<file path="config.mk">
export PLATFORM = sky130hd
export DESIGN_NAME = tx_seq_top
export DESIGN_NICKNAME = d
export VERILOG_FILES = /design/src/rtl/tx_seq_pkg.sv /design/src/rtl/tx_seq_shreg.sv /design/src/rtl/tx_seq_fsm.sv /design/src/rtl/tx_seq_top.sv
export SDC_FILE = /design/constraint.sdc
export NUM_CORES = 1
export LEC_CHECK = 0
export BUFFER_PORTS_ARGS = -buffer_cell sky130_fd_sc_hd__buf_2
export CORE_MARGIN = 3
export CORE_UTILIZATION = 35
export CTS_BUF_LIST = sky130_fd_sc_hd__clkbuf_4 sky130_fd_sc_hd__clkbuf_8
export DETAILED_ROUTE_END_ITERATION = 16
export GPL_ROUTABILITY_DRIVEN = 0
export GPL_TIMING_DRIVEN = 1
export MAX_ROUTING_LAYER = met4
export PLACE_DENSITY = 0.56
export SYNTH_ARGS = -nofsm -noshare
export SYNTH_HDL_FRONTEND = slang
export SYNTH_SLANG_ARGS = --single-unit
export TNS_END_PERCENT = 5
</file>
<file path="constraint.sdc">
create_clock -name clk -period 2.8 [get_ports clk]
set_clock_uncertainty 0.1 [all_clocks]
set_input_delay 0.42 -clock clk [delete_from_list [all_inputs] [get_ports clk]]
set_output_delay 0.42 -clock clk [all_outputs]
set_load 0.01 [all_outputs]
</file>
<file path="src/rtl/tx_seq_pkg.sv">
package tx_seq_pkg;
  typedef enum logic [2:0] {
    ST_IDLE = 3'd0,
    ST_MARK = 3'd1,
    ST_DATA = 3'd2,
    ST_PRE  = 3'd3,
    ST_CRC  = 3'd4,
    ST_POST = 3'd5
  } tx_state_e;

  typedef enum logic [1:0] {
    SR_LOAD  = 2'b00,
    SR_SHIFT = 2'b10,
    SR_HOLD  = 2'b11
  } sr_ctrl_e;
endpackage

</file>
<file path="src/rtl/tx_seq_shreg.sv">
module tx_seq_shreg
  import tx_seq_pkg::*;
#(
  parameter int W = 16
) (
  input  logic         clk,
  input  logic         rst,
  input  sr_ctrl_e     ctl_i,
  input  logic [W-1:0] word_i,
  output logic         msb_o,
  output logic         empty_o
);
  localparam int CW = (W > 1) ? $clog2(W) : 1;
  localparam logic [CW-1:0] LAST = CW'(W - 1);

  logic [W-1:0]  sr_q;
  logic [CW-1:0] cnt_q;

  always_ff @(posedge clk) begin
    if (rst) begin
      sr_q  <= '0;
      cnt_q <= '0;
    end else begin
      case (ctl_i)
        SR_LOAD: begin
          sr_q  <= word_i;
          cnt_q <= LAST;
        end
        SR_SHIFT: begin
          sr_q  <= {sr_q[W-2:0], 1'b0};
          cnt_q <= (cnt_q == '0) ? LAST : cnt_q - 1'b1;
        end
        default: ;
      endcase
    end
  end

  assign msb_o   = sr_q[W-1];
  assign empty_o = (cnt_q == '0);

  assert_zero_fill_R9: assert property (@(posedge clk) disable iff (rst)
    (ctl_i == SR_SHIFT) |=> (sr_q[0] == 1'b0));

  assert_hold_stable_R10: assert property (@(posedge clk) disable iff (rst)
    (ctl_i == SR_HOLD) |=> ($stable(sr_q) && $stable(cnt_q)));
endmodule

</file>
<file path="src/rtl/tx_seq_fsm.sv">
module tx_seq_fsm
  import tx_seq_pkg::*;
(
  input  logic      clk,
  input  logic      rst,
  input  logic      start_i,
  input  logic      stop_i,
  input  logic      abort_i,
  input  logic      ack_i,
  input  logic      empty_i,
  output tx_state_e state_o,
  output sr_ctrl_e  ctl_o,
  output logic      crc_clk_o,
  output logic      done_o,
  output logic [1:0] sr_ctrl_o
);
  tx_state_e state_q, nxt;
  sr_ctrl_e  ctl;
  logic      cclk, done_c;

  always_comb begin
    nxt    = state_q;
    ctl    = SR_HOLD;
    cclk   = 1'b0;
    done_c = abort_i;
    if (abort_i) begin
      nxt = ST_IDLE;
    end else begin
      case (state_q)
        ST_IDLE: if (start_i) nxt = ST_MARK;
        ST_MARK: if (ack_i) begin
          nxt  = ST_DATA;
          cclk = 1'b1;
          ctl  = SR_LOAD;
        end
        ST_DATA: if (ack_i) begin
          cclk = 1'b1;
          ctl  = SR_SHIFT;
          if (empty_i) begin
            ctl = SR_LOAD;
            if (stop_i) begin
              ctl = SR_SHIFT;
              nxt = ST_PRE;
            end
          end
        end
        ST_PRE: begin
          ctl = SR_SHIFT;
          nxt = ST_CRC;
        end
        ST_CRC: if (ack_i) begin
          cclk = 1'b1;
          ctl  = SR_SHIFT;
          if (empty_i) nxt = ST_POST;
        end
        ST_POST: if (ack_i) begin
          done_c = 1'b1;
          nxt    = ST_IDLE;
        end
        default: nxt = ST_IDLE;
      endcase
    end
  end

  always_ff @(posedge clk) begin
    if (rst) begin
      state_q   <= ST_IDLE;
      crc_clk_o <= 1'b0;
      done_o    <= 1'b0;
      sr_ctrl_o <= SR_HOLD;
    end else begin
      state_q   <= nxt;
      crc_clk_o <= cclk;
      done_o    <= done_c;
      sr_ctrl_o <= ctl;
    end
  end

  assign state_o = state_q;
  assign ctl_o   = ctl;

  assert_abort_idle_R2: assert property (@(posedge clk) disable iff (rst)
    abort_i |=> (state_q == ST_IDLE && done_o));

  assert_mark_load_R4: assert property (@(posedge clk) disable iff (rst)
    (state_q == ST_MARK && ack_i && !abort_i) |=>
      (state_q == ST_DATA && sr_ctrl_o == SR_LOAD && crc_clk_o));

  assert_clk_needs_ack_R4: assert property (@(posedge clk) disable iff (rst)
    crc_clk_o |-> $past(ack_i));

  assert_pre_one_cycle_R6: assert property (@(posedge clk) disable iff (rst)
    (state_q == ST_PRE && !abort_i) |=> (state_q == ST_CRC));

  assert_done_pulse_R8: assert property (@(posedge clk) disable iff (rst)
    (state_q == ST_POST && ack_i && !abort_i) |=> (done_o && state_q == ST_IDLE));
endmodule

</file>
<file path="src/rtl/tx_seq_top.sv">
module tx_seq_top
  import tx_seq_pkg::*;
#(
  parameter int W = 16
) (
  input  logic         clk,
  input  logic         rst,
  input  logic         start_i,
  input  logic         stop_i,
  input  logic         abort_i,
  input  logic         bit_ack_i,
  input  logic [W-1:0] word_i,
  output logic         enc_go_o,
  output logic         enc_bit_o,
  output logic         crc_sel_o,
  output logic         crc_clk_o,
  output logic [1:0]   sr_ctrl_o,
  output logic         done_o
);
  tx_state_e state;
  sr_ctrl_e  ctl;
  logic      msb, empty;

  tx_seq_fsm u_fsm (
    .clk       (clk),
    .rst       (rst),
    .start_i   (start_i),
    .stop_i    (stop_i),
    .abort_i   (abort_i),
    .ack_i     (bit_ack_i),
    .empty_i   (empty),
    .state_o   (state),
    .ctl_o     (ctl),
    .crc_clk_o (crc_clk_o),
    .done_o    (done_o),
    .sr_ctrl_o (sr_ctrl_o)
  );

  tx_seq_shreg #(.W(W)) u_shreg (
    .clk     (clk),
    .rst     (rst),
    .ctl_i   (ctl),
    .word_i  (word_i),
    .msb_o   (msb),
    .empty_o (empty)
  );

  assign enc_go_o  = (state == ST_MARK) || (state == ST_DATA) ||
                     (state == ST_PRE)  || (state == ST_CRC);
  assign crc_sel_o = (state == ST_PRE) || (state == ST_CRC) || (state == ST_POST);
  assign enc_bit_o = (state == ST_MARK) | msb;

  assert_trailer_zero_R9: assert property (@(posedge clk) disable iff (rst)
    crc_sel_o |-> !enc_bit_o);

  assert_go_drop_R7: assert property (@(posedge clk) disable iff (rst)
    (crc_sel_o && !enc_go_o && !abort_i && !bit_ack_i) |=> (crc_sel_o && !enc_go_o));
endmodule

</file>
After elaboration in Yosys (flattened, before gate mapping)
Index checks and enable logic that the tools add are counted.
{"block": "totals", "in_bits": 22, "register_bits": 27, "wordCells": 58, "romBits": 0, "output_inout_bits": 7, "latch_bits": 0, "ramBits": 0, "mem_count": 0}
{"block": "op_classes", "n_reduce_logical": 13, "mul": 0, "magnitude_cmp": 0, "eq_ne": 14, "n_bitwise": 2, "n_addsub": 1, "mux": 22, "shifts": 0, "div": 0}
{"operator": "case mux 16 bit (2 select lines)", "n": 1}
{"operator": "two-way mux 3 bit", "n": 8}
{"operator": "case mux 3 bit (6 select lines)", "n": 1}
{"operator": "inequality test 2 bit (second input constant)", "n": 8}
{"operator": "two-way mux 2 bit", "n": 5}
{"operator": "case mux 2 bit (4 select lines)", "n": 1}
{"operator": "case mux 4 bit (2 select lines)", "n": 1}
{"operator": "AND reduction 8 bit", "n": 1}
{"operator": "== test 3 x 2 -> 1 bit (second input constant)", "n": 2}
{"operator": "== test 3 bit (second input constant)", "n": 2}
{"operator": "OR reduction 3 bit", "n": 2}
{"operator": "logical OR 1 bit", "n": 5}
{"operator": "logical NOT 4 bit", "n": 1}
{"operator": "two-way mux 1 bit", "n": 4}
{"operator": "two-way mux 4 bit", "n": 1}
{"operator": "subtractor 4 x 1 -> 4 bit (second input constant)", "n": 1}
{"operator": "== test 3 x 1 -> 1 bit (second input constant)", "n": 1}
{"operator": "logical NOT 3 bit", "n": 1}
{"operator": "== test 2 bit (second input constant)", "n": 1}
{"operator": "logical NOT 2 bit", "n": 1}
{"operator": "nonzero test 2 bit", "n": 1}
{"operator": "OR reduction 2 bit", "n": 1}
{"operator": "NOT 1 bit", "n": 1}
{"operator": "OR 1 bit", "n": 1}

Longest topological paths before layout
Gate-level depths: netlist of the first run.
{"block": "depth", "ltp_word": 7, "depth_mapped": 8, "depth_no_buf": 6}

Cells and area by module
From an unflattened synthesis of the first run, not the netlist that was laid out.
{"block": "hier_totals", "hier_cells": 137, "hier_area_um2": 1407.6}
{"module": "tx_seq_shreg", "instances": 1, "seq_area_each_um2": 400.4, "area_each_um2": 984.7, "cells_per_inst": 91}
{"module": "tx_seq_fsm", "instances": 1, "seq_area_each_um2": 140.1, "area_each_um2": 382.9, "cells_per_inst": 40}
{"module": "tx_seq_top", "instances": 1, "seq_area_each_um2": 0.0, "area_each_um2": 40.0, "cells_per_inst": 6}

Least setup slack after synthesis of the first run
Ideal clock, no wire load.
{"block": "synth_timing", "path_type": "register to register", "start": "register u_shreg.cnt_q[0]", "end": "register u_shreg.sr_q[12]", "setup_time_ns": 0.153, "period_less_slack_ns": 1.956, "path_buffers": 1, "t_required_ns": 2.547, "path_slack_ns": 0.844, "arrival_ns": 1.703, "path_stages_with_launch": 8, "path_cell_list": "dfxtp_1 > inv_1 > ha_1 > or3b_4 > o31a_2 > clkbuf_1 > o21ai_0 > a311oi_1"}
{"block": "synth_between", "elab_chain_cells": 7, "word_cells_on_any_way": 9, "classes_between": "eq/ne: 1; mux: 5; reduce/logical: 3"}
{"item": "start, declared", "line": "tx_seq_shreg.sv:17", "text": "logic [CW-1:0] cnt_q;"}
{"item": "start signal, assigned", "line": "tx_seq_shreg.sv:31", "text": "cnt_q <= (cnt_q == '0) ? LAST : cnt_q - 1'b1;"}
{"item": "logical NOT 4 bit (*)", "line": "tx_seq_shreg.sv:39", "text": "assign empty_o = (cnt_q == '0);"}
{"item": "two-way mux 2 bit (*)", "line": "tx_seq_fsm.sv:39", "text": "if (empty_i) begin"}
{"item": "two-way mux 2 bit (*)", "line": "tx_seq_fsm.sv:36", "text": "ST_DATA: if (ack_i) begin"}
{"item": "case mux 2 bit (4 select lines) (*)", "line": "tx_seq_fsm.sv:29", "text": "case (state_q)"}
{"item": "two-way mux 2 bit (*)", "line": "tx_seq_fsm.sv:26", "text": "if (abort_i) begin"}
{"item": "== test 2 bit / logical NOT 2 bit (equally long branches)", "line": "tx_seq_shreg.sv:24", "text": "case (ctl_i)"}
{"item": "case mux 16 bit (2 select lines) / nonzero test 2 bit (equally long branches)"}
{"item": "end signal, assigned", "line": "tx_seq_shreg.sv:26", "text": "sr_q <= word_i;"}
{"item": "end signal, assigned", "line": "tx_seq_shreg.sv:30", "text": "sr_q <= {sr_q[W-2:0], 1'b0};"}
{"item": "end, declared", "line": "tx_seq_shreg.sv:16", "text": "logic [W-1:0] sr_q;"}
Every way passes the cells marked *; elsewhere a longest branch is shown, timed or not.
A chain may end at the register's enable or synchronous reset.

Final worst setup path of the first run
{"block": "layout_timing", "start": "register u_shreg.cnt_q[0]", "end": "register u_shreg.cnt_q[2]"}
{"block": "layout_between", "elab_chain_cells": 7, "word_cells_on_any_way": 11, "classes_between": "add/sub: 1; eq/ne: 1; mux: 6; reduce/logical: 3"}
{"item": "logical NOT 4 bit", "line": "tx_seq_shreg.sv:31, tx_seq_shreg.sv:39"}
{"item": "two-way mux 2 bit", "line": "tx_seq_fsm.sv:39"}
{"item": "two-way mux 2 bit", "line": "tx_seq_fsm.sv:36"}
{"item": "case mux 2 bit (4 select lines)", "line": "tx_seq_fsm.sv:29"}
{"item": "two-way mux 2 bit", "line": "tx_seq_fsm.sv:26"}
{"item": "== test 2 bit / logical NOT 2 bit (equally long branches)", "line": "tx_seq_shreg.sv:24"}
{"item": "case mux 4 bit (2 select lines) / nonzero test 2 bit (equally long branches)"}
Several ways; a longest one is shown, not always the timed one.

==> impl_results.md, run 1 <==
* Outcome: completed
* Top cells by area, synth: dfxtp_1, a311oi_1, a21oi_1, o21ai_0, nand3_1
* Synthesized area per cell at between 8 and 9 sq um
* Total track usage at roughly 16%
* Vias in the first global route at between 1,000 and 1,500
* I/O Buffers at 28
* Max-Cap Viols at 0
* Final setup fails at 0
* Largest family of logic cells by synthesized area: compound AO/OA/AOI/OAI gates
* Hold Path Cell Cnt at 3
* Post-Syn Instances at between 150 and 200
* Clock period minus final worst setup slack at 2300 ps
* Syn_nets at 198
* FF-to-FF path depth at 7
* RSZ-0062 raised after global routing: no
* HPWL after DPL at ~2600 um
* Clock latency on the worst-skew pair at 270 ps
* Largest net degree at the start of global routing at 26
* Die Y-Extent at ~71 um
* DRT iter0 DRCs at 146
* Global route total overflow at 0
* Synth area leader: dfxtp_1
* Fin util at 40.3%
* Worst-Margin Slew at 602 ps
* Initial antenna violation count at 0
* P_int at roughly 0.55 mW
* Setup Fix Bufs, Post-CTS at 0
* Post-synthesis compound-gate area fraction at roughly a third
* Setup TNS Final at 0 ps
* Yosys warns at 0
* Post_cts resized at 0
* Final Hold Viols at 0
* Maximum VDD drop at 0.173 mV
* Ys async rst share at 0%
* Final Cycle Share at between 80% and 90%
* Slew margin rel. at approximately 60%
* Register share of total power at a little over half
* Wire length per cell at between 15 and 20 um
* Layout Area Growth over Synthesis at 9.11%
* Final max-slew violation count at 0
* Cell row count at 23
* Pleak at approximately 0.56 nW
* Clock slew at reported path FFs at 90 ps
* Switching power of the nets at 0.197 mW
* First-pass DRT Iterations at 4
* Routed Antenna Nets at 0
* Placed Area at approximately 1600 sq um
* Simple-gate portion of the synthesized area at between 15 and 20%
* Hold WC Path Type: input pin to flop
* Power per cell area at approximately 460 nW/um^2
* Synthesized cell area at ~1500 sq um
* Drt via density at between 5 and 6
* Cts hold-fix bufs at 0
* Post-synthesis xor/xnor area fraction at less than 1%
* Adder-cell share of the synthesized area at about 2.3%
* Combinational Power Share at 14.7%
* Total Wirelength at about 4000 um
* H-tree depth at 1
* Total CTS buffers at 3
* DR vias at 1,423
* Initial Util at between 30 and 40%
* First-pass GRT wire length at 6670 um
* CP Data Arrival Time at ~2400 ps
* Critical setup path kind: flop to flop
* Number of synthesized flops with an enable pin at 0
* DRC viols at 0
* Synth cell types at between 40 and 50
* Critical path required time at ~2900 ps
* Mux cell area share after synthesis at 0%
* Root buffer cell: clkbuf_8
* Clock network power share at a little under a third
* NumNets Final at 217
* CP endpoint kind: flop
* Most frequent cells after synthesis: dfxtp_1, a21oi_1, o21ai_0
* Core ar. at roughly 4100 sq um
* Max Fclk at 0.435 GHz
* Sequential-to-total area share from yosys stat at a little over a third
* Peak fanout along the critical path at 16
* Max Root-Sink Buffers at 2
* Startpoint type of the worst setup path: flop
* ANT cells at 0
* Clock Sinks at 27
* Cell with the most instances after synthesis: dfxtp_1
* TritonCTS clock tree: built
* Sw Share at a little over a quarter
* Register bit total from synthesis at 27
* Share of cells above drive strength 1 at a little over a fifth
* Post-synth top area share at a little over a third
* Top FF cell, synth: dfxtp_1
* # IOs at 29
* DIE WIDTH at 71.4 um
* Design area at 1630 sq um
* Die area at about 5000 sq um
stage by stage:
stage	worst slack, ps	hold slack, ps	total power [mW]	cells
final	501	293	0.747	242
after floorplan	844	346	0.494	174
after detailed placement	528	387	0.522	238
after CTS	505	290	0.752	242
after global routing	343	315	0.783	242
after global placement	661	383	0.518	238
final cells by class:
type / instances / area (sq um)
Clock buffer: 4 / 48.8
Fill cell: 430 / 2420
Inverter: 5 / 18.8
Multi-Input combinational cell: 124 / 793
Sequential cell: 27 / 541
Tap cell: 50 / 62.6
Timing Repair Buffer: 32 / 170
kinds of logic (layout without fill, tap and decap cells):
kind of cell             after synthesis  in the layout
AO/OA/AOI/OAI                         75             75
flip-flops                            27             27
XOR/XNOR                               1              1
AND/OR/NAND/NOR                       45             45
adder cells (fa/ha/maj)                3              3
buffers and inverters                 23             41
placed cells by master, fill, tap and decap left out, types with 2 or more instances in the layout:
cell type  Yosys  final
nand3_1       17     17
a311oi_1      17     17
dfxtp_1       27     27
inv_1          4      4
ha_1           2      2
nand2_1        6      6
clkbuf_8       1      3
o21ai_0       19     19
a2111oi_0      2      2
nand2b_1       4      4
nor2_1         6      6
buf_4          1      4
a21oi_1       23     23
nor3_1         2      2
a21o_1         2      2
nor2b_1        4      4
a211oi_1       3      3
buf_2          5     28
per-layer routing:
metal  share of wire [%]  GRT usage [%]
met3                 5.0           2.66
met4                 1.5           6.05
met1                  45           21.8
met2                  49           25.4
met5                   0              -
power by group through the flow:
stage	logic, mW	registers (mW)	clock network (mW)
global route	0.121	0.406	0.256
CTS	0.110	0.404	0.239
detailed placement	0.109	0.413	0
finish	0.110	0.404	0.233
global placement	0.106	0.412	0
floorplan	0.0843	0.409	0
final timing paths:
kind	start	slack (ps)	endpoint
worst max register to register	u_shreg.cnt_q[0]	500	u_shreg.cnt_q[2]
worst min register to register	u_shreg.sr_q[0]	400	u_shreg.sr_q[0]
worst max-delay path	u_shreg.cnt_q[0]	500	u_shreg.cnt_q[2]
worst min-delay path	word_i[0]	290	u_shreg.sr_q[0]
flip-flops by register name, summed over array words and instances (netlist names):
name and cells:
u_shreg.sr_q 16, u_fsm.crc_clk_o 1, u_fsm.sr_ctrl_o 2, u_fsm.state_o 3, u_fsm.done_o 1, u_shreg.cnt_q 4
worst max-delay path, stage by stage (launching register included):
cell,delay [ps]
dfxtp_1,330
inv_1,100
ha_1,190
or3b_4,410
o31ai_4,320
buf_4,280
a2111oi_0,140
a2111oi_1,330
Power figures use the tool's default switching activity.
==> inputs of run 2 (changes only) <==
Settings changed: PLACE_DENSITY 0.56 to 0.58.
Clock period 2.8 ns to 2.06 ns, I/O delays scaled along.
==> run 2 against run 1 <==
Effect of this change: via count grew 1.1%; first-iteration DRC count fell by 40%; fmax rose by 17%; core utilization rose by 4.1 points; wire length up 1.6%; worst hold slack got worse by 100 ps; register-to-register slack got worse by 410 ps; die area unchanged; final area is 10% higher; critical path type unchanged; largest cell class unchanged.
==> impl_results.md, run 2 (synthesized netlist as in run 1, its figures left out) <==
* Outcome: completed
* Max reg flops at 16 (unchanged)
* CP endpoint kind: flop
* CP Data Arrival Time at 2060 ps (-300 ps)
* Biggest register: u_shreg.sr_q
* DR vias at 1,439 (+1.1%)
* NumNets Final at 227 (+4.6%)
* I/O Buffers at 28 (unchanged)
* Worst path slowest cell: or3b_4
* TritonCTS clock tree: built
* Wire length per cell at 16.1 um (-2.4%)
* ANT cells at 0 (unchanged)
* First-pass DRT Iterations at 4 (unchanged)
* Maximum VDD drop at 0.443 mV (+160%)
* Final Hold Viols at 0 (unchanged)
* Layout Area Growth over Synthesis at 20.3%
* First-pass GRT wire length at 6470 um (-3.1%)
* Peak fanout along the critical path at 6 (-10)
* Slew margin rel. at 64.5% (+4.6 points)
* Max-Cap Viols at 0 (unchanged)
* Cell row count at 23 (unchanged)
* Cts hold-fix bufs at 0 (unchanged)
* Total Wirelength at 4050 um (+1.6%)
* # IOs at 29 (unchanged)
* Power per cell area at 583 nW/um^2 (+28%)
* Initial Util at 36.9% (unchanged)
* DRT iter0 DRCs at 87 (-40%)
* Share of cells above drive strength 1 at 31.2% (+9.8 points)
* DIE WIDTH at 71.4 um (unchanged)
* Largest net degree at the start of global routing at 26 (unchanged)
* Total track usage at 15.9% (-0.56 points)
* Clock latency on the worst-skew pair at 270 ps (about the same)
* Tot Pwr at 1.05 mW (+41%)
* Clock slew at reported path FFs at 90 ps (about the same)
* CP cell instances: inv_2 -> ha_4 -> or3b_4 -> o31ai_4 -> buf_6 -> buf_6 -> nand3_1 -> a311oi_2
* Global route total overflow at 0 (unchanged)
* Worst-Margin Slew at 533 ps (-69.3 ps)
* Hold WC Path Type: input pin to flop
* Final Cycle Share at 95.6% (+13 points)
* Startpoint type of the worst setup path: flop
* Core ar. at 4060 sq um (unchanged)
* Final setup fails at 0 (unchanged)
* Max Fclk at 0.508 GHz (+17%)
* Initial antenna violation count at 0 (unchanged)
* Pleak at 0.633 nW (+12%)
* Most used cell, CP: buf_6
* Final max-slew violation count at 0 (unchanged)
* Critical path required time at 2150 ps (-720 ps)
* Total CTS buffers at 3 (unchanged)
* Clock period minus final worst setup slack at 1970 ps (-330 ps)
* Vias in the first global route at 1,395 (-1.1%)
* Worst reg-to-reg setup slack at 90 ps (-410 ps)
* Most common cell after layout, fill and taps aside: buf_2
* Routed Antenna Nets at 0 (unchanged)
* HPWL after DPL at 2670 um (+1.8%)
* Setup TNS Final at 0 ps (unchanged)
* Root buffer cell: clkbuf_8
* Die area at 5100 sq um (unchanged)
* Die Y-Extent at 71.4 um (unchanged)
* DRC viols at 0 (unchanged)
* Largest stage delay, worst path at 400 ps (about the same)
* H-tree depth at 1 (unchanged)
* Max Root-Sink Buffers at 2 (unchanged)
* Drt via density at 5.71 (-2.9%)
* RSZ-0062 raised after global routing: no
* Clock Sinks at 27 (unchanged)
* Critical setup path kind: flop to flop
* Most frequent cells in the layout: buf_2, dfxtp_1, a21oi_1, nand3_1, o21ai_0
==> run 2: worst max-delay path: cells and delay by family, from the launching register on <==
kind / cells / cell delay, ps
AO/OA/AOI/OAI: 2 / 450
AND/OR/NAND/NOR: 2 / 490
flip-flops: 1 / 340
adder cells (fa/ha/maj): 1 / 130
buffers and inverters: 3 / 370
==> run 2: per-stage QoR <==
stage	hold WS, ps	instances	area (sq um)	worst slack [ps]	utilization [%]
2_1_floorplan	346	174	1500	104	-
3_3_place_gp	386	246	1650	97.0	40.5
3_5_place_dp	384	246	1650	23.2	40.5
4_1_cts	189	250	1700	13.9	41.8
5_1_grt	212	252	1800	10.2	44.4
6_report	192	252	1800	91.3	44.4
==> run 2: power breakdown <==
group	switching, mW	internal [mW]
Clock	0.168	0.152
Sequential	0.0109	0.537
Combinational	0.106	0.0762
Total	0.285	0.765
==> run 2: timing repair <==
action / 4_1_cts / 5_1_grt
cloned: 0 / 1
setup buffers: 0 / 1
resized for setup: 1 / 26
pin swaps: 0 / 7
endpoints found under the setup margin: 1 / 18
==> run 2: final timing paths <==
| path | from | to | depth (start not counted) |
|---|---|---|---|
| worst max-delay path | u_shreg.cnt_q[0] | u_shreg.sr_q[7] | 8 |
| worst min-delay path | word_i[0] | u_shreg.sr_q[0] | 3 |
| worst max register to register | u_shreg.cnt_q[0] | u_shreg.sr_q[7] | 8 |
| worst min register to register | u_shreg.sr_q[2] | u_shreg.sr_q[3] | 2 |
==> run 2: layout make-up <==
cell class	instances	area (sq um)
timing repair buffer	42	260
fill	397	2260
tap	50	62.6
sequential	27	543
multi-input combinational	124	868
clock buffer	4	48.8
inverter	5	18.8
==> run 2: layer usage <==
metal	up-vias	track usage, %	share of wire (%)
met3	2	3.23	4.4
met4	0	3.13	0.47
met2	41	25.3	49
met1	685	21.1	46
met5	-	-	0
li1	711	-	-
==> inputs of run 3 (changes only) <==
Settings changed: ABC_CLOCK_PERIOD_IN_PS set to 2060, PLACE_DENSITY 0.58 to 0.56.
==> run 3 against run 2 <==
Effect of this change: core utilization fell by 1.8 points; flip-flop and latch count did not move; highest routed layer unchanged; die area did not move; worst setup slack got worse by 44 ps; non-clock buffer count fell by 1; critical path depth fell by 2; combinational power fell by 9.9%; clock power barely moved.
==> impl_results.md, run 3 (synthesized netlist as in run 1, its figures left out) <==
* Clock slew at reported path FFs at 90 ps (about the same)
* Maximum VDD drop at 0.215 mV (-51%)
* Startpoint type of the worst setup path: flop
* Largest net degree at the start of global routing at 26 (unchanged)
* Initial Util at 36.9% (unchanged)
* # IOs at 29 (unchanged)
* Max Root-Sink Buffers at 2 (unchanged)
* Share of cells above drive strength 1 at 26.4% (-4.8 points)
* Clock period minus final worst setup slack at 2010 ps (+44.0 ps)
* Worst R2R Start: u_shreg.cnt_q[0]
* I/O Buffers at 28 (unchanged)
* PnR worst setup slack at 47.3 ps (-44.0 ps)
* FF-to-FF path depth at 6 (-2)
* End of the worst register-to-register path: u_shreg.sr_q[11]
* First-pass DRT Iterations at 4 (unchanged)
* Min-Delay Startpoint: word_i[0]
* Cts hold-fix bufs at 0 (unchanged)
* Clock Sinks at 27 (unchanged)
* Worst reg-to-reg setup slack at 50 ps (-40 ps)
* Worst-Margin Slew at 534 ps (+1.32 ps)
* Place WS at 14.9 ps (-8.22 ps)
* Routed Antenna Nets at 0 (unchanged)
* Peak fanout along the critical path at 15 (+9)
* Pleak at 0.616 nW (-2.7%)
* Critical setup path kind: flop to flop
* DP Cell Count at 247 (+0.41%)
* First-pass GRT wire length at 6270 um (-3.1%)
* Total Wirelength at 3820 um (-5.7%)
* Tot Pwr at 1.03 mW (-1.8%)
* HPWL after DPL at 2720 um (+1.8%)
* Die area at 5100 sq um (unchanged)
* Final max-slew violation count at 0 (unchanged)
* Vias in the first global route at 1,340 (-3.9%)
* DIE WIDTH at 71.4 um (unchanged)
* DR vias at 1,438 (-0.069%)
* Final Hold Viols at 0 (unchanged)
* Most common cell after layout, fill and taps aside: buf_2
* Core ar. at 4060 sq um (unchanged)
* Root buffer cell: clkbuf_8
* Post_cts resized at 0 (-1)
* Initial antenna violation count at 0 (unchanged)
* TritonCTS clock tree: built
* Global route total overflow at 0 (unchanged)
* Slew margin rel. at 63.5% (-1.0 points)
* Wire length per cell at 15.2 um (-5.4%)
* Setup Fix Bufs, Post-CTS at 0 (unchanged)
* Final setup fails at 0 (unchanged)
* Outcome: completed
* NumNets Final at 226 (-0.44%)
* Layout Area Growth over Synthesis at 15.4%
* Cell row count at 23 (unchanged)
* Final Cycle Share at 97.7% (+2.1 points)
* DRC viols at 0 (unchanged)
* Hold Path Cell Cnt at 3 (unchanged)
* Max-Cap Viols at 0 (unchanged)
* Final Non-Filler Cells at 251 (-0.40%)
* Setup TNS Final at 0 ps (unchanged)
* CP Data Arrival Time at 2060 ps (about the same)
* Hold slack at 180 ps (-12.0 ps)
* Critical path required time at 2110 ps (-40 ps)
* CP delay by family, top: compound AO/OA/AOI/OAI gates
* CP cell instances: inv_1 -> ha_1 -> or3b_4 -> o31a_2 -> o21ai_1 -> a311oi_2
* CP endpoint kind: flop
* RSZ-0062 raised after global routing: yes
* Largest stage delay, worst path at 460 ps (+60 ps)
* Worst path slowest cell: o31a_2
* ANT cells at 0 (unchanged)
* Die Y-Extent at 71.4 um (unchanged)
* Clock latency on the worst-skew pair at 270 ps (about the same)
* DRT iter0 DRCs at 145 (+67%)
* Max Fclk at 0.497 GHz (-2.2%)
* Hold endpoint: u_shreg.sr_q[0]
* Biggest register: u_shreg.sr_q
* Most frequent cells in the layout: buf_2, dfxtp_1, a21oi_1, nand3_1, o21ai_0
* Total track usage at 15.7% (-0.19 points)
* Fill cells at 400 (+0.76%)
* WP buf/inv at 1 (-2)
* Power per cell area at 597 nW/um^2 (+2.4%)
* H-tree depth at 1 (unchanged)
* Hold WC Path Type: input pin to flop
* Drt via density at 5.73 (+0.33%)
* Total CTS buffers at 3 (unchanged)
* Max reg flops at 16 (unchanged)
[run 3: cell types whose count changed in the layout (fill, tap and decap cells not counted), sizes merged]
cell  before  now
buf       42   41
[run 3: tightest hold or removal path: stages]
cell and delay [ps]:
buf_2 100, nand3_1 50, a21oi_1 60
[run 3: worst max path at each step]
stage | from | cells past startpoint | slack (ps) | endpoint
after CTS | u_shreg.cnt_q[0] | 7 | 3 | u_shreg.sr_q[14]
after floorplan | u_shreg.cnt_q[0] | 7 | 100 | u_shreg.sr_q[12]
after global routing | u_shreg.cnt_q[0] | 7 | -60 | u_shreg.sr_q[8]
final | u_shreg.cnt_q[0] | 6 | 50 | u_shreg.sr_q[11]
after global placement | u_shreg.cnt_q[0] | 7 | 110 | u_shreg.sr_q[13]
after detailed placement | u_shreg.cnt_q[0] | 7 | 10 | u_shreg.sr_q[14]
[run 3: through the flow]
| step | utilization, % | area, sq um |
|---|---|---|
| 2_1_floorplan | - | 1500 |
| 3_3_place_gp | 40.7 | 1650 |
| 6_report | 42.6 | 1730 |
| 5_1_grt | 42.6 | 1730 |
| 3_5_place_dp | 40.7 | 1650 |
| 4_1_cts | 41.9 | 1700 |
[run 3: power by group]
| group | leakage, nW | internal, mW | switching, mW |
|---|---|---|---|
| sequential | 0.219 | 0.537 | 0.0111 |
| clock | 0.0262 | 0.152 | 0.167 |
| combinational | 0.371 | 0.0688 | 0.0956 |
[run 3: layout make-up]
class                   instances  area (sq um)  share of cell area [%]
multi-input cells             124           812                    47.0
well taps                      50          62.6                    3.62
repair buffers                 41           245                    14.2
flip-flops and latches         27           541                    31.3
inverters                       5          18.8                    1.09
clock buffers                   4          48.8                    2.82
[run 3: per-layer routing]
layer | GRT usage [%] | routed length (um) | up-vias
li1 | - | - | 712
met1 | 20.5 | 1790 | 682
met2 | 23.6 | 1760 | 40
met3 | 3.51 | 217 | 4
met4 | 6.47 | 44 | 0
met5 | - | 0 | -
